<file path="src/rtl/patlu_pkg.sv">
package patlu_pkg;

  typedef enum logic [1:0] {
    PL_IDLE  = 2'd0,
    PL_FETCH = 2'd1,
    PL_LOAD  = 2'd2
  } pl_step_e;

  localparam int unsigned PL_NIB_W  = 4;
  localparam int unsigned PL_OPND_W = 3;

endpackage

</file>
<file path="src/rtl/patlu_ctrl.sv">
module patlu_ctrl
  import patlu_pkg::*;
#(
  parameter int unsigned NIB_W  = PL_NIB_W,
  parameter int unsigned OPND_W = PL_OPND_W,
  parameter int unsigned ADDR_W = 12
) (
  input  logic              clk,
  input  logic              rst_n,
  input  logic              start,
  input  logic [ADDR_W-1:0] pc_in,
  input  logic [OPND_W-1:0] opnd_p,
  input  logic [NIB_W-1:0]  acc_in,
  input  logic [NIB_W-1:0]  b_in,
  input  logic              carry_in,
  output pl_step_e          step,
  output logic [ADDR_W-1:0] pc_lat,
  output logic [OPND_W-1:0] p_lat,
  output logic [NIB_W-1:0]  a_lat,
  output logic [NIB_W-1:0]  b_lat,
  output logic              c_lat,
  output logic              busy,
  output logic              fetch,
  output logic              load
);

  pl_step_e step_d, step_q;
  logic     accept;

  // next-state logic
  always_comb begin
    step_d = step_q;
    unique case (step_q)
      PL_IDLE:  if (start) step_d = PL_FETCH;
      PL_FETCH: step_d = PL_LOAD;
      PL_LOAD:  step_d = PL_IDLE;
      default:  step_d = PL_IDLE;
    endcase
  end

  assign accept = (step_q == PL_IDLE) && start;

  always_ff @(posedge clk or negedge rst_n) begin
    if (!rst_n) step_q <= PL_IDLE;
    else        step_q <= step_d;
  end

  // operand capture, enabled only on acceptance
  always_ff @(posedge clk or negedge rst_n) begin
    if (!rst_n) begin
      pc_lat <= '0;
      p_lat  <= '0;
      a_lat  <= '0;
      b_lat  <= '0;
      c_lat  <= 1'b0;
    end else if (accept) begin
      pc_lat <= pc_in;
      p_lat  <= opnd_p;
      a_lat  <= acc_in;
      b_lat  <= b_in;
      c_lat  <= carry_in;
    end
  end

  assign step  = step_q;
  assign fetch = (step_q == PL_FETCH);
  assign load  = (step_q == PL_LOAD);
  assign busy  = fetch | load;

  a_r2_fetch_then_load: assert property (@(posedge clk) disable iff (!rst_n)
    (step_q == PL_FETCH) |=> (step_q == PL_LOAD));
  a_r2_load_then_idle: assert property (@(posedge clk) disable iff (!rst_n)
    (step_q == PL_LOAD) |=> (step_q == PL_IDLE));
  a_r11_no_restart: assert property (@(posedge clk) disable iff (!rst_n)
    (step_q != PL_IDLE) |=> (step_q != PL_FETCH));
  a_r11_hold_operands: assert property (@(posedge clk) disable iff (!rst_n)
    (step_q == PL_LOAD) |-> ($stable(pc_lat) && $stable(p_lat) && $stable(a_lat)
                             && $stable(b_lat) && $stable(c_lat)));

endmodule

</file>
<file path="src/rtl/patlu_addr_gen.sv">
module patlu_addr_gen #(
  parameter int unsigned NIB_W   = 4,
  parameter int unsigned OPND_W  = 3,
  parameter int unsigned PAGE_W  = NIB_W + OPND_W - 2,
  parameter int unsigned WADDR_W = NIB_W + 2,
  parameter int unsigned ADDR_W  = 1 + PAGE_W + WADDR_W
) (
  input  logic [ADDR_W-WADDR_W-1:0] pc_hi,
  input  logic [OPND_W-1:0]         p_lat,
  input  logic [NIB_W-1:0]          a_lat,
  input  logic [NIB_W-1:0]          b_lat,
  input  logic                      c_lat,
  output logic [ADDR_W-1:0]         addr
);

  logic [WADDR_W-1:0] word_f;
  logic [PAGE_W-1:0]  page_mask;
  logic [PAGE_W-1:0]  page_f;
  logic               bank_f;

  // word field is substituted by B low bits and the accumulator
  assign word_f    = {b_lat[1:0], a_lat};
  // page field is merged with B high bits, carry and operand low bits
  assign page_mask = {b_lat[NIB_W-1:2], c_lat, p_lat[OPND_W-2:0]};
  assign page_f    = pc_hi[PAGE_W-1:0] | page_mask;
  // bank can only be raised, never cleared
  assign bank_f    = pc_hi[PAGE_W] | p_lat[OPND_W-1];

  assign addr = {bank_f, page_f, word_f};

endmodule

</file>
<file path="src/rtl/patlu_rom.sv">
module patlu_rom #(
  parameter int unsigned ADDR_W = 12,
  parameter int unsigned DATA_W = 8,
  parameter int unsigned ROM_W  = DATA_W + 2
) (
  input  logic              clk,
  input  logic              rst_n,
  input  logic              rd_en,
  input  logic [ADDR_W-1:0] addr,
  output logic [ROM_W-1:0]  q
);

  localparam int unsigned REP = DATA_W / 2;

  // behavioural contents: a fixed function of the address
  function automatic logic [ROM_W-1:0] content(input logic [ADDR_W-1:0] a);
    logic [DATA_W-1:0] d;
    d = a[DATA_W+1:2] ^ {REP{a[ADDR_W-1 -: 2]}};
    return {a[1:0], d};
  endfunction

  logic [ROM_W-1:0] q_d;

  always_comb q_d = content(addr);

  always_ff @(posedge clk or negedge rst_n) begin
    if (!rst_n)     q <= '0;
    else if (rd_en) q <= q_d;
  end

endmodule

</file>
<file path="src/rtl/patlu_steer.sv">
module patlu_steer #(
  parameter int unsigned NIB_W = 4,
  parameter int unsigned ROM_W = 2 * NIB_W + 2
) (
  input  logic             clk,
  input  logic             rst_n,
  input  logic             load,
  input  logic [ROM_W-1:0] word,
  output logic             ab_we,
  output logic [NIB_W-1:0] acc_wdata,
  output logic [NIB_W-1:0] b_wdata,
  output logic             io_we,
  output logic [NIB_W-1:0] r2_wdata,
  output logic [NIB_W-1:0] r3_wdata
);

  logic             cmd_ab;
  logic             cmd_io;
  logic [NIB_W-1:0] hi_nib;
  logic [NIB_W-1:0] lo_nib;

  assign cmd_ab = word[ROM_W-2];
  assign cmd_io = word[ROM_W-1];
  assign hi_nib = word[2*NIB_W-1:NIB_W];
  assign lo_nib = word[NIB_W-1:0];

  assign ab_we     = load & cmd_ab;
  assign io_we     = load & cmd_io;
  assign acc_wdata = hi_nib;
  assign b_wdata   = lo_nib;
  assign r2_wdata  = hi_nib;
  assign r3_wdata  = lo_nib;

  a_r9_quiet: assert property (@(posedge clk) disable iff (!rst_n)
    (word[ROM_W-1:ROM_W-2] == 2'b00) |-> (!ab_we && !io_we));
  a_r2_strobe_in_load: assert property (@(posedge clk) disable iff (!rst_n)
    (ab_we || io_we) |-> load);

endmodule

</file>
<file path="src/rtl/pattern_lookup_unit.sv">
module pattern_lookup_unit
  import patlu_pkg::*;
#(
  parameter int unsigned NIB_W  = PL_NIB_W,
  parameter int unsigned OPND_W = PL_OPND_W,
  localparam int unsigned PAGE_W  = NIB_W + OPND_W - 2,
  localparam int unsigned WADDR_W = NIB_W + 2,
  localparam int unsigned ADDR_W  = 1 + PAGE_W + WADDR_W,
  localparam int unsigned DATA_W  = 2 * NIB_W,
  localparam int unsigned ROM_W   = DATA_W + 2
) (
  input  logic              clk,
  input  logic              rst_n,
  input  logic              start,
  input  logic [ADDR_W-1:0] pc_in,
  input  logic [OPND_W-1:0] opnd_p,
  input  logic [NIB_W-1:0]  acc_in,
  input  logic [NIB_W-1:0]  b_in,
  input  logic              carry_in,
  output logic              busy,
  output logic              done,
  output logic [ADDR_W-1:0] rom_addr,
  output logic              ab_we,
  output logic [NIB_W-1:0]  acc_wdata,
  output logic [NIB_W-1:0]  b_wdata,
  output logic              io_we,
  output logic [NIB_W-1:0]  r2_wdata,
  output logic [NIB_W-1:0]  r3_wdata,
  output logic [ADDR_W-1:0] pc_next
);

  // reset: asserted asynchronously, released on a clock edge
  logic [1:0] rst_sync;
  logic       rst_i_n;

  always_ff @(posedge clk or negedge rst_n) begin
    if (!rst_n) rst_sync <= 2'b00;
    else        rst_sync <= {rst_sync[0], 1'b1};
  end
  assign rst_i_n = rst_sync[1];

  pl_step_e          step;
  logic [ADDR_W-1:0] pc_lat;
  logic [OPND_W-1:0] p_lat;
  logic [NIB_W-1:0]  a_lat;
  logic [NIB_W-1:0]  b_lat;
  logic              c_lat;
  logic              fetch;
  logic              load;
  logic [ROM_W-1:0]  rom_q;

  patlu_ctrl #(.NIB_W(NIB_W), .OPND_W(OPND_W), .ADDR_W(ADDR_W)) u_ctrl (
    .clk      (clk),
    .rst_n    (rst_i_n),
    .start    (start),
    .pc_in    (pc_in),
    .opnd_p   (opnd_p),
    .acc_in   (acc_in),
    .b_in     (b_in),
    .carry_in (carry_in),
    .step     (step),
    .pc_lat   (pc_lat),
    .p_lat    (p_lat),
    .a_lat    (a_lat),
    .b_lat    (b_lat),
    .c_lat    (c_lat),
    .busy     (busy),
    .fetch    (fetch),
    .load     (load)
  );

  patlu_addr_gen #(.NIB_W(NIB_W), .OPND_W(OPND_W)) u_addr (
    .pc_hi (pc_lat[ADDR_W-1:WADDR_W]),
    .p_lat (p_lat),
    .a_lat (a_lat),
    .b_lat (b_lat),
    .c_lat (c_lat),
    .addr  (rom_addr)
  );

  patlu_rom #(.ADDR_W(ADDR_W), .DATA_W(DATA_W)) u_rom (
    .clk   (clk),
    .rst_n (rst_i_n),
    .rd_en (fetch),
    .addr  (rom_addr),
    .q     (rom_q)
  );

  patlu_steer #(.NIB_W(NIB_W)) u_steer (
    .clk       (clk),
    .rst_n     (rst_i_n),
    .load      (load),
    .word      (rom_q),
    .ab_we     (ab_we),
    .acc_wdata (acc_wdata),
    .b_wdata   (b_wdata),
    .io_we     (io_we),
    .r2_wdata  (r2_wdata),
    .r3_wdata  (r3_wdata)
  );

  assign done    = load;
  // the program counter is left alone; only its successor is offered
  assign pc_next = pc_lat + ADDR_W'(1);

  a_r5_bank_sticky: assert property (@(posedge clk) disable iff (!rst_i_n)
    (busy && pc_lat[ADDR_W-1]) |-> rom_addr[ADDR_W-1]);
  a_r10_pc_advance: assert property (@(posedge clk) disable iff (!rst_i_n)
    (done && $past(step == PL_FETCH)) |-> (pc_next == ADDR_W'($past(pc_in, 2) + 1'b1)));
  a_r11_addr_stable: assert property (@(posedge clk) disable iff (!rst_i_n)
    (step == PL_LOAD) |-> $stable(rom_addr));

endmodule

</file>
<file path="config.mk">
export PLATFORM = sky130hd
export DESIGN_NAME = pattern_lookup_unit
export DESIGN_NICKNAME = d
export VERILOG_FILES = /design/src/rtl/patlu_pkg.sv /design/src/rtl/patlu_ctrl.sv /design/src/rtl/patlu_addr_gen.sv /design/src/rtl/patlu_rom.sv /design/src/rtl/patlu_steer.sv /design/src/rtl/pattern_lookup_unit.sv
export SDC_FILE = /design/constraint.sdc
export NUM_CORES = 1
export LEC_CHECK = 0
export ABC_AREA = 1
export BUFFER_PORTS_ARGS = -buffer_cell sky130_fd_sc_hd__buf_2
export CAP_MARGIN = 15
export CORE_MARGIN = 8
export CORE_UTILIZATION = 46
export CTS_CLUSTER_SIZE = 8
export DETAILED_ROUTE_END_ITERATION = 16
export PLACE_DENSITY = 0.86
export SYNTH_ARGS = -nofsm -noshare
export SYNTH_HDL_FRONTEND = slang
export SYNTH_SLANG_ARGS = --single-unit
</file>
<file path="constraint.sdc">
create_clock -name clk -period 1.79 [get_ports clk]
set_clock_uncertainty 0.2 [all_clocks]
set_input_delay 0.179 -clock clk [delete_from_list [all_inputs] [get_ports clk]]
set_output_delay 0.179 -clock clk [all_outputs]
set_load 0.01 [all_outputs]
</file>
* Word-level counts from Yosys, hierarchy flattened
Cells that the tools add are included.
Word-level totals: flip-flop bits (word level) 38, input bits 27, output and inout port bits 44, logic and storage cells 22
Cells by class: add/subtract/negate cells 1, equality and inequality tests 3, multiplexer cells 2, bitwise logic cells 6, reductions and logical operators 2
Operator list (count):
- adder 12 x 1 -> 12 bit, second input constant | 1
- bitwise XOR 8 bit | 1
- bitwise OR 5 bit | 1
- case mux 2 bit (2 select lines) | 1
- bitwise AND 1 bit | 2
- equality test 2 x 1 -> 1 bit, second input constant | 1
- equality test 2 bit, second input constant | 1
- logical NOT 2 bit | 1
- two-way mux 2 bit | 1
- inequality test 2 bit, second input constant | 1
- bitwise OR 1 bit | 2
- logical AND 1 bit | 1

* Depth between registers and ports, before layout
word-level depth 2, gate-level depth with buffers 6

* Cells and area by module
A second synthesis with hierarchy kept.
Second synthesis, totals: cell total of the unflattened synthesis 285, area total of the unflattened synthesis 2207.1 um^2
By module, submodules not included:
- patlu_ctrl | instances 1, cells each 121, area an instance 1127.3 um^2
- patlu_rom | instances 1, cells each 68, area an instance 489.2 um^2
- pattern_lookup_unit | instances 1, cells each 51, area an instance 335.3 um^2
- patlu_steer | instances 1, cells each 20, area an instance 135.1 um^2
- patlu_addr_gen | instances 1, cells each 25, area an instance 120.1 um^2

* Worst setup path before layout
No wires, ideal clock.
kind reg2reg, from register u_ctrl.step_q[0], in the netlist u_ctrl.step[0], to register u_ctrl.a_lat[0], setup time 125 ps, arrival 1190 ps, setup slack 275 ps, stages on the path, launching flop included 6, cells stage by stage dfrtp_1 -> inv_1 -> ha_1 -> nand2_1 -> buf_6 -> mux2_4
Between the ends: cells in the longest elaborated chain, start to end 2
RTL lines:
- from (decl) | line patlu_ctrl.sv:27 | pl_step_e step_d, step_q;
- from (signal assigned) | line patlu_ctrl.sv:45 | else step_q <= step_d;
- logical NOT 2 bit | line patlu_ctrl.sv:41 | assign accept = (step_q == PL_IDLE) && start;
- logical AND 1 bit | line patlu_ctrl.sv:41
- to (signal assigned) | line patlu_ctrl.sv:59 | a_lat <= acc_in;
- to (decl) | line patlu_ctrl.sv:19 | output logic [NIB_W-1:0] a_lat,
Every way passes these cells. A chain may end at the register's enable or synchronous reset.

* Worst setup path after layout
from register u_ctrl.pc_lat[1], to output port pc_next[10]
Between the ends: cells in the longest elaborated chain, start to end 1
RTL lines:
- from (decl) | line patlu_ctrl.sv:17 | output logic [ADDR_W-1:0] pc_lat,
- from (signal assigned) | line patlu_ctrl.sv:57 | pc_lat <= pc_in;
- adder 12 x 1 -> 12 bit | line pattern_lookup_unit.sv:104 | assign pc_next = pc_lat + ADDR_W'(1);
- to (decl) | line pattern_lookup_unit.sv:29 | output logic [ADDR_W-1:0] pc_next
Every way passes these cells.

==> results.tsv <==
metric	value	unit
outcome	complete, but fails checks	
failing checks	setup timing	
DRC	0	
largest net degree at the start of global routing	37	
# diodes	0	
Clock Path Buffers	2	
first-pass GRT wire length	8.293	mm
synth unique cells	22	
Detailed Place HPWL	3.508	mm
critical path peak fanout	5	
CTS HTree Levels	2	
WP data required	1.41	ns
DIE AREA	6931	um2
final setup vio count	1	
post-synthesis register bit count	38	
Power Dens Cells	1691	nW/um2
via/cell ratio	4.581	
min Tclk post-route	1.811	ns
Final Hold Vio Count	0	
Post-Syn Area per Cell	8.969	um2
most frequent cells in the layout	70 x buf_2, 58 x nand2_1, 37 x dfrtp_1	
Syn Nets	265	
Die H	83.26	um
max-slew violations	0	
initial antenna violation count	0	
RD Place Congestion	0.7458	
Crit Path Category	register to primary output	
P_leak	1.495	nW
crit path DAT	1.43	ns
clk slew on worst S/H paths	0.07	ns
final cell count without fillers	370	
share of post-route cells with drive strength above 1	37.11	%
Post-DRT Antenna Nets	0	
Final Cell Area	2768	um2
CTS tree	yes	
fill count	370	
gr usage total	13.99	%
Post-Syn Area	2081	um2
First-pass DRT Iterations	4	
WL final	4.926	mm
Max Clk Rate	552.1	MHz
crit end category	primary output	
Skew-Pair Late Insertion Delay	0.28	ns
P&R area growth vs syn	33.01	%
core area	4354	um2
Synth warnings	0	
Placed Area	2346	um2
iteration-0 DRC count of the detailed router	71	
Post-Syn Instances	232	
vias in the first global route	1868	
Root Buffer Master	clkbuf_8	
Final Worst Setup Slack	-0.02119	ns
I/O pin total	71	
total CTS buffers	5	
commonest non-fill, non-tap cell in the layout	buf_2	
Final nets	350	
grt total ovfl	0	
sequential fraction of the synthesis area	45.70	%
period utilization	101.2	%
Die Wd	83.26	um
Max IR drop VDD	0.7736	mV
dpl cells	332	
startpoint types	register	
clock sink count	38	
unrepaired setup endpoints after global routing	yes	
PortBufs	70	
standard-cell row count	24	
drt wl/cell	13.31	um
Vias	1695	
Starting Density	47.79	%
HP Class	input port to register	
max_cap viols	0	
worst max-delay path, stage by stage, from the launching register on:
cell and delay, ns:
dfrtp_1 0.41, ha_4 0.17, nand2_4 0.06, nor2_4 0.17, nand2_1 0.08, nand2_1 0.07, nand2_1 0.05, buf_2 0.14
flip-flops by register name, indices dropped and copies added, names as in the netlist:
signal	count
rst_sync	2
u_ctrl.a_lat	4
u_ctrl.b_lat	4
u_ctrl.c_lat	1
u_ctrl.p_lat	3
u_ctrl.pc_lat	12
u_ctrl.step	2
u_rom.q	10
where the power goes:
part | leakage [nW] | switching [mW] | total (mW) | internal [mW]
Clock | 0.0482 | 0.282 | 0.592 | 0.311
Combinational | 1.00 | 1.39 | 2.51 | 1.12
Sequential | 0.443 | 0.329 | 1.58 | 1.25
Total | 1.50 | 2.00 | 4.68 | 2.68
layer usage:
layer | global-route usage, % | vias to the layer above | share of wire [%]
li1 | - | 860 | -
met1 | 15.98 | 780 | 44
met2 | 23.55 | 51 | 49
met3 | 5.566 | 4 | 7.0
met4 | 3.674 | 0 | 0.65
met5 | 0 | - | 0
repair_timing:
action                                  CTS  global route
endpoints found under the setup margin    4             6
resized for setup                         0            10
hold buffers                             26             0
pin swaps                                 1             3
gates cloned                              0             0
buffers inserted                          2             2
endpoints found under the hold margin    26             0
cell usage after synthesis:
cell	count	area (um2)
a21oi_1	5	25.02
a21oi_2	10	87.58
buf_2	3	15.01
buf_4	21	157.7
buf_6	2	22.52
clkinv_1	1	3.750
conb_1	1	3.750
dfrtp_1	38	950.9
ha_1	6	75.07
inv_1	21	78.83
mux2_4	9	135.1
nand2_1	61	229.0
nand2_2	2	12.51
nand3_1	6	30.03
nand3_2	1	10.01
nand4_1	1	6.260
nor2_1	25	93.84
nor2_2	2	12.51
nor2_4	2	22.52
o21ai_0	6	30.03
xnor2_1	3	26.28
xor2_1	6	52.55
metrics by stage:
stage	total power, mW	utilization, %	TNS, ns	hold WS, ns	setup WS, ns
3_3_place_gp	3.826	53.88	0	-0.2356	0.1879
6_report	4.681	63.56	-0.02119	0.08105	-0.02119
4_1_cts	4.611	62.30	0	0.06652	0.01266
2_1_floorplan	3.360	-	0	-0.3166	0.2754
3_5_place_dp	3.922	53.88	0	-0.2332	0.1317
5_1_grt	5.070	63.56	-0.3982	0.1034	-0.1103
layout make-up:
class	instances	area (um2)	area share, %
clock buffers	7	86.33	3.119
clock inverters	1	5.005	0.1808
inverters	22	82.58	2.984
multi-input cells	146	889.6	32.14
flip-flops and latches	38	952.2	34.40
well taps	52	65.06	2.351
repair buffers	104	686.9	24.82
kinds of logic (layout without fill, tap and decap cells):
logic type,count (synthesis),after routing,synth area share [%]
flops,38,38,45.70
compound gates,21,21,6.855
fa+ha+maj,6,6,3.608
simple gates,100,100,20.02
xor+xnor,9,9,3.789
other cells,1,1,0.1802
buf+inv,48,134,13.35
mux,9,9,6.494
final timing paths:
| kind | cells after the start | slack [ns] | endpoint | startpoint |
|---|---|---|---|---|
| max | 7 | -0.02 | pc_next[10] | u_ctrl.pc_lat[1] |
| max reg2reg | 5 | 0.11 | u_ctrl.pc_lat[5] | u_ctrl.step[0] |
| min in group asynchronous | 1 | 0.10 | u_ctrl.pc_lat[4] | rst_sync[1] |
| max in group asynchronous | 3 | 0.72 | rst_sync[0] | rst_n |
| min reg2reg | 1 | 0.10 | u_ctrl.pc_lat[4] | rst_sync[1] |
| min | 4 | 0.08 | u_ctrl.step[1] | start |
No activity file was read; power rests on OpenSTA's default activity.
